<file path="config.mk">
export PLATFORM = sky130hd
export DESIGN_NAME = mrsel_bank
export DESIGN_NICKNAME = d
export VERILOG_FILES = /design/src/rtl/mrsel_pkg.sv /design/src/rtl/mrsel_ptr_fsm.sv /design/src/rtl/mrsel_regfile.sv /design/src/rtl/mrsel_bank.sv
export SDC_FILE = /design/constraint.sdc
export NUM_CORES = 1
export LEC_CHECK = 0
export ABC_CLOCK_PERIOD_IN_PS = 1500
export BUFFER_PORTS_ARGS = -buffer_cell sky130_fd_sc_hd__clkbuf_2
export CORE_UTILIZATION = 40
export CTS_CLUSTER_SIZE = 24
export DETAILED_ROUTE_END_ITERATION = 8
export PLACE_DENSITY = 0.58
export REMOVE_ABC_BUFFERS = 1
export SYNTH_ARGS = -nofsm -noshare
export SYNTH_HDL_FRONTEND = slang
export SYNTH_SLANG_ARGS = --single-unit
</file>
<file path="constraint.sdc">
create_clock -name clk -period 1.5 [get_ports clk]
set_clock_uncertainty 0.15 [all_clocks]
set_input_delay 0.225 -clock clk [delete_from_list [all_inputs] [get_ports clk]]
set_output_delay 0.225 -clock clk [all_outputs]
set_load 0.1 [all_outputs]
</file>
<file path="src/rtl/mrsel_pkg.sv">
package mrsel_pkg;
    localparam int PTR_W = 2;

    typedef enum logic [PTR_W-1:0] {
        SEL_M0 = 2'd0,
        SEL_M1 = 2'd1,
        SEL_M2 = 2'd2
    } mrsel_state_t;

    localparam int NUM_MR = 3;
endpackage

</file>
<file path="src/rtl/mrsel_ptr_fsm.sv">
module mrsel_ptr_fsm
    import mrsel_pkg::*;
(
    input  logic              clk,
    input  logic              rst_n,
    input  logic              acc_i,
    input  logic              rew0_i,
    input  logic              rew1_i,
    output mrsel_state_t      state_o,
    output logic [NUM_MR-1:0] sel_oh_o
);
    mrsel_state_t state_q, state_d;

    // next-state logic
    always_comb begin
        state_d = state_q;
        if (rew0_i) begin
            state_d = SEL_M0;                 // REWIND0
        end else if (rew1_i) begin
            state_d = SEL_M1;                 // REWIND1
        end else if (acc_i) begin
            unique case (state_q)
                SEL_M0:  state_d = SEL_M1;    // STEP
                SEL_M1:  state_d = SEL_M2;    // STEP
                SEL_M2:  state_d = SEL_M2;    // HOLD
                default: state_d = SEL_M1;
            endcase
        end
    end

    // state register
    always_ff @(posedge clk) begin
        if (!rst_n) state_q <= SEL_M1;
        else        state_q <= state_d;
    end

    // outputs
    always_comb begin
        sel_oh_o = '0;
        unique case (state_q)
            SEL_M0:  sel_oh_o[0] = 1'b1;
            SEL_M1:  sel_oh_o[1] = 1'b1;
            SEL_M2:  sel_oh_o[2] = 1'b1;
            default: sel_oh_o = '0;
        endcase
    end

    assign state_o = state_q;
endmodule

</file>
<file path="src/rtl/mrsel_regfile.sv">
module mrsel_regfile
    import mrsel_pkg::*;
#(
    parameter int DW = 8
) (
    input  logic              clk,
    input  logic              rst_n,
    input  logic [NUM_MR-1:0] sel_oh_i,
    input  logic              we_i,
    input  logic [DW-1:0]     wdata_i,
    output logic [DW-1:0]     rdata_o
);
    logic [NUM_MR-1:0][DW-1:0] mr_q;

    for (genvar r = 0; r < NUM_MR; r++) begin : g_reg
        always_ff @(posedge clk) begin
            if (!rst_n)                    mr_q[r] <= '0;
            else if (we_i && sel_oh_i[r]) mr_q[r] <= wdata_i;
        end
    end

    always_comb begin
        rdata_o = '0;
        for (int r = 0; r < NUM_MR; r++) begin
            if (sel_oh_i[r]) rdata_o = rdata_o | mr_q[r];
        end
    end
endmodule

</file>
<file path="src/rtl/mrsel_bank.sv">
module mrsel_bank
    import mrsel_pkg::*;
#(
    parameter int          NUM_CH    = 2,
    parameter int          AW        = 4,
    parameter int          DW        = 8,
    parameter int          CH_STRIDE = 8,
    parameter int          MODE_OFS  = 0,
    parameter int          CMD_OFS   = 2,
    parameter logic [7:0]  CODE_REW0 = 8'hB0,
    parameter logic [7:0]  CODE_REW1 = 8'h10
) (
    input  logic          clk,
    input  logic          rst_n,
    input  logic [AW-1:0] addr,
    input  logic          rd_en,
    input  logic          wr_en,
    input  logic [DW-1:0] wdata,
    output logic [DW-1:0] rdata
);
    logic [NUM_CH-1:0][PTR_W-1:0] ptr_vec;
    logic [NUM_CH-1:0][DW-1:0]    ch_rdata;
    logic [NUM_CH-1:0]            ch_rd;

    for (genvar c = 0; c < NUM_CH; c++) begin : g_ch
        localparam logic [AW-1:0] MODE_A = AW'(c * CH_STRIDE + MODE_OFS);
        localparam logic [AW-1:0] CMD_A  = AW'(c * CH_STRIDE + CMD_OFS);

        logic              hit_mode, hit_cmd, acc, rew0, rew1;
        logic [NUM_MR-1:0] sel_oh;
        logic [DW-1:0]     rf_rdata;
        mrsel_state_t      st;

        assign hit_mode = (addr == MODE_A);
        assign hit_cmd  = (addr == CMD_A);
        assign acc      = hit_mode && (rd_en || wr_en);
        assign rew0     = hit_cmd && wr_en && (wdata == DW'(CODE_REW0));
        assign rew1     = hit_cmd && wr_en && (wdata == DW'(CODE_REW1));

        mrsel_ptr_fsm u_fsm (
            .clk      (clk),
            .rst_n    (rst_n),
            .acc_i    (acc),
            .rew0_i   (rew0),
            .rew1_i   (rew1),
            .state_o  (st),
            .sel_oh_o (sel_oh)
        );

        mrsel_regfile #(.DW(DW)) u_rf (
            .clk      (clk),
            .rst_n    (rst_n),
            .sel_oh_i (sel_oh),
            .we_i     (hit_mode && wr_en),
            .wdata_i  (wdata),
            .rdata_o  (rf_rdata)
        );

        assign ptr_vec[c]  = st;
        assign ch_rd[c]    = hit_mode && rd_en;
        assign ch_rdata[c] = ch_rd[c] ? rf_rdata : '0;
    end

    always_comb begin
        rdata = '0;
        for (int c = 0; c < NUM_CH; c++) rdata = rdata | ch_rdata[c];
    end
endmodule

</file>
==> run metrics, run 1 <==
status finished with violations; failing checks negative setup slack; Top Ports 24; top cell type's share of synthesized area 44.09%; Num CTS Buffers 5; fin nets 308; slowest library cell on the worst path a222oi_1; worst slew pin tran 0.4418 ns; Psw 0.5799 mW; sequential power share 56.4%; Cell Pwr Density 760.1 nW/µm²; switching share of power 23.49%; final wirelength 6.303 mm; CP max FO 9; Final Slew Violations 0; GPL Wtd Cong 0.7727; detail-routed via count per cell 5.592; total track usage 21.44%; CP startpoint g_ch[0].u_fsm.state_o[0]$_SDFFE_PN1P_; Detail Placement HPWL 4.302 mm; HP Class input port to flip-flop; Area contributors post-synth dfxtp_1 44%, mux2i_1 20%, nor2_1 7.6%; ANT nets after route 0; Avg Cell Area, Syn 10.00 µm²; depth of the CTS H-tree 2; internal power 1.889 mW; fmax 0.4664 GHz; Post-Syn Area 2361 µm²; WHS 0.1712 ns; Tmin final 2.144 ns; Worst R2R End g_ch[1].u_rf.mr_q[17]$_SDFFE_PN0P_; met3 Use GR 3.448%; RSZ-0062 raised after global routing yes; Reg2Reg Setup Slack -0.04 ns; # rows 27; DR iter-0 viols 149; Post-synth EDFFs 0; slowest cell delay on critical path 0.46 ns; Clock Power Share 34.9%; CP endpoint kind primary output; Routed WL per cell 17.61 µm; die area 6213 µm²; crit path cell chain inv_2 > ha_4 > a222oi_1 > o22ai_2 > buf_12; Bufs and invs on worst path 2; maxcap violations 0; Port Buf Inserts 23; pin count of the biggest net entering global routing 51; first-pass GRT wire length 10.16 mm; most frequent cells in the layout 48 x nor2_1, 48 x dfxtp_1, 46 x mux2i_1, 21 x buf_4, 16 x a222oi_1; Initial Utilization 42.10%; first drt pass iteration count 5; Die Span Y 78.83 µm; Die Wd 78.83 µm; global route hottest layer met2; DRC Markers 0; Yosys reg bits 52; synthesized instance count 236; clock root buffer master clkbuf_8; Worst Path Arrival 1.77 ns; worst reg2reg path depth 8; Worst slew margin 70.55%; grt met2 use 35.57%; synth unique cells 29; CTS tree done; R2R Path Start g_ch[1].u_fsm.state_o[0]$_SDFFE_PN1P_; number of global-route vias before repair 1939; area delta synth->final 37.57%; area leader, netlist dfxtp_1; async set-reset flop share out of synthesis 0%; fin crit share 143.0%; GRT overflow 0; Via Count 2002; clk_lat worst skew 0.30 ns; WHS Endpoint g_ch[1].u_rf.mr_q[0]$_SDFFE_PN0P_; layout cell share with drive strength beyond 1 33.92%; CTS sink cnt 52; Logic pwr share 8.8%; Max Root-Sink Buffers 2; setup TNS -5.165 ns; CP top delay family compound AO/OA/AOI/OAI gates; post-synthesis sequential area ratio 44.09%; core area 5608 µm²; critical path launch point type flip-flop; Hold Crit Start wdata[0]; Clk pin slew, worst setup/hold paths 0.10 ns; initial antenna violation count 0; final setup vio count 17; Lkg Pwr 1.517 nW; Synth Warn # 0; Power Total 2.469 mW; setup ws final -0.6443 ns; Top FF cell, synth dfxtp_1; final hold vios 0; worst vdd ir 0.0004496 V; WP data required 1.12 ns; hold depth 4; global-route track usage on met1 28.19%; CP Class flip-flop to primary output; ANT cells 0
logic make-up after synthesis:
| logic type | after synthesis | share of synthesized area (%) |
|---|---|---|
| AOI/OAI and AO/OA | 30 | 10.97 |
| xor gates and xnor gates | 1 | 0.3710 |
| adders and majority gates | 6 | 3.180 |
| buffers and inverters | 22 | 3.551 |
| DFF | 52 | 44.09 |
| muxes | 48 | 20.35 |
| and+or+nand+nor | 77 | 17.49 |
worst min-delay path, stage by stage:
cell	delay (ns)
clkbuf_2	0.09
buf_4	0.14
mux2i_1	0.07
nor2_1	0.07
cells in the mapped netlist (all sizes together) (2+ instances only):
cell type	count
dfxtp	52
mux2i	48
nor2	48
a222oi	16
clkbuf	10
nand3	10
o22ai	8
inv	7
ha	6
nand2	6
buf	5
nand4	3
a21o	2
a221oi	2
nor4	2
o211ai	2
power by group through the flow:
stage          sequential [mW]  combinational (mW)  clock (mW)
2_1_floorplan             1.42              0.0712           0
3_3_place_gp              1.42               0.194           0
3_5_place_dp              1.42               0.194           0
4_1_cts                   1.39               0.210       0.879
5_1_grt                   1.39               0.233       0.938
6_report                  1.39               0.217       0.860
flip-flops by register name, indices dropped and copies added (netlist names):
name	count
g_ch.u_rf.mr_q	48
g_ch.u_fsm.state_o	4
routing by layer:
metal | routed length [µm] | vias to the layer above | part of all wire [%]
li1 | - | 970 | -
met1 | 2944 | 959 | 47
met2 | 2969 | 64 | 47
met3 | 256 | 9 | 4.1
met4 | 133 | 0 | 2.1
met5 | 0 | - | 0
worst max path at each step:
stage | cells after the start | slack, ns | endpoint
4_1_cts | 6 | -0.65 | rdata[2]
5_1_grt | 6 | -0.73 | rdata[5]
3_5_place_dp | 6 | -0.48 | rdata[5]
2_1_floorplan | 3 | -1.30 | rdata[6]
6_report | 5 | -0.64 | rdata[1]
3_3_place_gp | 5 | -0.50 | rdata[1]
per-stage QoR:
step | utilization [%] | instance area [µm²] | worst slack (ns) | std cells
after floorplan | - | 2303 | -1.296 | 221
after global placement | 51.92 | 2912 | -0.5022 | 347
after detailed placement | 51.92 | 2912 | -0.4778 | 347
after CTS | 57.23 | 3209 | -0.6537 | 358
after global routing | 57.92 | 3248 | -0.7326 | 358
final | 57.92 | 3248 | -0.6443 | 358
cell type report:
class	count	area, µm²
Fill cell	500	2360
Tap cell	72	90.09
Clock buffer	7	96.34
Timing Repair Buffer	58	595.6
Multi-Input combinational cell	162	1389
Inverter	7	28.78
Sequential cell	52	1049
what timing repair did:
action | CTS | global route
setup buffers | 3 | 0
hold buffers | 1 | 0
resized for setup | 37 | 9
pin swaps | 18 | 3
hold endpoints to repair | 2 | 0
setup endpoints to repair | 56 | 46
Power figures use the tool's default switching activity.
==> inputs of run 2 (changes only) <==
--- a/config.mk
+++ b/config.mk
@@ -10,8 +10,10 @@
 export CORE_UTILIZATION = 40
 export CTS_CLUSTER_SIZE = 24
 export DETAILED_ROUTE_END_ITERATION = 8
+export HOLD_SLACK_MARGIN = 0.06
 export PLACE_DENSITY = 0.58
 export REMOVE_ABC_BUFFERS = 1
 export SYNTH_ARGS = -nofsm -noshare
 export SYNTH_HDL_FRONTEND = slang
+export SYNTH_HIERARCHICAL = 1
 export SYNTH_SLANG_ARGS = --single-unit
==> run 2 against run 1 <==
The flow still finishes with violations (negative setup slack). Via count rose by 4.7%. Maximum frequency fell by 4.1%. Sequential cell count did not move. Combinational power rose by 25%. First-iteration DRC count rose by 10%. Clock power fell by 6.3%. Critical path depth rose by 3. Critical endpoint is now rdata[5]. Largest power group unchanged.
==> run metrics, run 2 <==
Hold Crit Start wdata[2]; most frequent cells in the layout 64 x nand2_1, 58 x mux2i_1, 48 x dfxtp_1, 30 x buf_4; Lkg Pwr 1.715 nW (+13%); Power Total 2.473 mW (+0.16%); post-synthesis sequential area ratio 40.39% (-3.7 points); multi-input logic area 1520 µm² (+9.5%); setup TNS -5.778 ns (-0.6129 ns); number of global-route vias before repair 2100 (+8.3%); maxcap violations 0 (unchanged); pin count of the biggest net entering global routing 33 (-35%); final hold vios 0 (unchanged); fmax 0.4473 GHz (-4.1%); synth unique cells 23 (-21%); Worst Path Arrival 1.86 ns (+0.09 ns); top-count cell post-synth nand2_1; Top reg by flops g_ch.u_rf/mr_q; Worst slew margin 75.03% (+4.5 points); top cell type's share of synthesized area 40.39% (-3.7 points); initial antenna violation count 0 (unchanged); CP max FO 5 (-4); FILL cells 534 (+6.8%); ANT cells 0 (unchanged); Synth Warn # 6 (+6); Initial Utilization 42.53% (+0.43 points); fin crit share 149.0% (+6.1 points); clock root buffer master clkbuf_8; Largest register FFs 48 (unchanged); Die Span Y 82.27 µm (+4.4%); RSZ-0062 raised after global routing yes; GPL Wtd Cong 0.7588 (-1.8%); Core Util, Final 55.39% (-2.5 points); critical path launch point type flip-flop; WHS 0.1907 ns (+0.01958 ns); depth of the CTS H-tree 2 (unchanged); Die Wd 82.27 µm (+4.4%); Num CTS Buffers 5 (unchanged); area leader, netlist dfxtp_1; core area 6061 µm² (+8.1%); worst reg2reg path depth 6 (-2); Max Root-Sink Buffers 2 (unchanged); Avg Cell Area, Syn 9.511 µm² (-4.9%); async set-reset flop share out of synthesis 0% (unchanged); Final Slew Violations 0 (unchanged); Yosys reg bits 52 (unchanged); synth cell count leaders 64 x nand2_1, 58 x mux2i_1, 52 x dfxtp_1, 20 x inv_1, 16 x a222oi_1; Clk pin slew, worst setup/hold paths 0.09 ns (about the same); DRC Markers 0 (unchanged); Cell Pwr Density 736.6 nW/µm² (-3.1%); failing checks negative setup slack; Finished Layout Cells 398 (+11%); Reg2Reg Setup Slack 0.07 ns (+0.11 ns); WP data required 1.12 ns (about the same); Via Count 2096 (+4.7%); FF+latch area 1046 µm² (-0.24%); WHS Endpoint g_ch[1].u_rf/mr_q[2]$_SDFFE_PN0P_; worst vdd ir 0.0005009 V (+11%); final setup vio count 18 (+1); Port Buf Inserts 23 (unchanged); detail-routed via count per cell 5.266 (-5.8%); finished layout cell area 3357 µm² (+3.4%); CP Class flip-flop to primary output; hold depth 4 (unchanged); worst slew pin tran 0.3732 ns (-0.06862 ns); synthesized instance count 271 (+15%); HP Class input port to flip-flop; die area 6768 µm² (+8.9%); first drt pass iteration count 6 (+1); clk_lat worst skew 0.30 ns (about the same); Tmin final 2.236 ns (+0.09127 ns); GRT overflow 0 (unchanged); Top Ports 24 (unchanged); final wirelength 6.098 mm (-3.3%); Routed WL per cell 15.32 µm (-13%); Worst R2R End g_ch[0].u_rf/mr_q[1]$_SDFFE_PN0P_; DR iter-0 viols 164 (+10%); Placement Setup Slack -0.5090 ns (-0.03113 ns); total track usage 20.10% (-1.3 points); commonest non-fill, non-tap cell in the layout nand2_1; CTS sink cnt 52 (unchanged); CTS Hold Bufs 0 (-1); placed instance area 3022 µm² (+3.8%); Detail Placement HPWL 4.380 mm (+1.8%); # rows 28 (+3.7%); R2R Path Start g_ch[0].u_fsm/state_o[0]$_SDFFE_PN1P_; setup ws final -0.7355 ns (-0.09127 ns); status finished with violations; Post-synth EDFFs 0 (unchanged); CP endpoint kind primary output; CTS tree done; area delta synth->final 30.24%; Post-Syn Area 2577 µm² (+9.2%); first-pass GRT wire length 10.09 mm (-0.68%); Placed Cells 386 (+11%); Top FF cell, synth dfxtp_1; fin nets 344 (+12%); layout cell share with drive strength beyond 1 30.34% (-3.6 points); ANT nets after route 0 (unchanged); Area contributors post-synth dfxtp_1 40%, mux2i_1 23%, nand2_1 9.3%
run 2: repair_timing:
action	CTS	global route
buffers inserted	0	4
resized for setup	25	24
pin swaps	11	13
setup endpoints to repair	59	51
run 2: kinds of logic (layout without fill, tap and decap cells):
group | after synthesis | in the layout | synth area share, %
compound gates | 18 | 18 | 7.476
fa+ha+maj | 6 | 6 | 2.913
buf+inv | 34 | 86 | 7.961
flops | 52 | 52 | 40.39
mux | 58 | 58 | 22.52
simple gates | 103 | 103 | 18.74
run 2: critical path, stage by stage (launching register included):
cell and delay (ns):
dfxtp_2 0.35, inv_2 0.06, ha_4 0.18, buf_6 0.12, a222oi_1 0.34, inv_1 0.09
mux2i_1 0.16, nor2_1 0.09, buf_12 0.17
run 2: area by class of cell:
| class | instances | area share [%] |
|---|---|---|
| inverters | 20 | 2.236 |
| clock buffers | 8 | 2.684 |
| well taps | 75 | 2.795 |
| repair buffers | 58 | 15.84 |
| multi-input cells | 185 | 45.29 |
| flip-flops and latches | 52 | 31.16 |
run 2: per-layer routing:
metal / global-route usage, % / vias to the layer above / part of all wire [%]
met2: 34.55 / 50 / 48
met5: 0 / - / 0
met1: 24.87 / 987 / 46
met4: 7.368 / 0 / 1.6
li1: - / 1051 / -
met3: 3.736 / 8 / 5.0
run 2: worst max-delay path by stage:
stage / start / to / slack [ns] / depth (start not counted)
CTS: g_ch[0].u_fsm/state_o[0]$_SDFFE_PN1P_ / rdata[3] / -0.68 / 7
floorplan: addr[2] / rdata[0] / -1.05 / 2
global placement: g_ch[1].u_fsm/state_o[0]$_SDFFE_PN1P_ / rdata[6] / -0.56 / 7
finish: g_ch[0].u_fsm/state_o[0]$_SDFFE_PN1P_ / rdata[5] / -0.74 / 8
detailed placement: g_ch[1].u_fsm/state_o[0]$_SDFFE_PN1P_ / rdata[6] / -0.51 / 7
global route: g_ch[0].u_fsm/state_o[0]$_SDFFE_PN1P_ / rdata[2] / -0.82 / 8
run 2: report_power, final:
part	leakage (nW)	internal, mW	total, mW	switching, mW
Clock	0.0455	0.377	0.806	0.429
Sequential	0.419	1.39	1.39	0.00575
Combinational	1.25	0.124	0.272	0.148
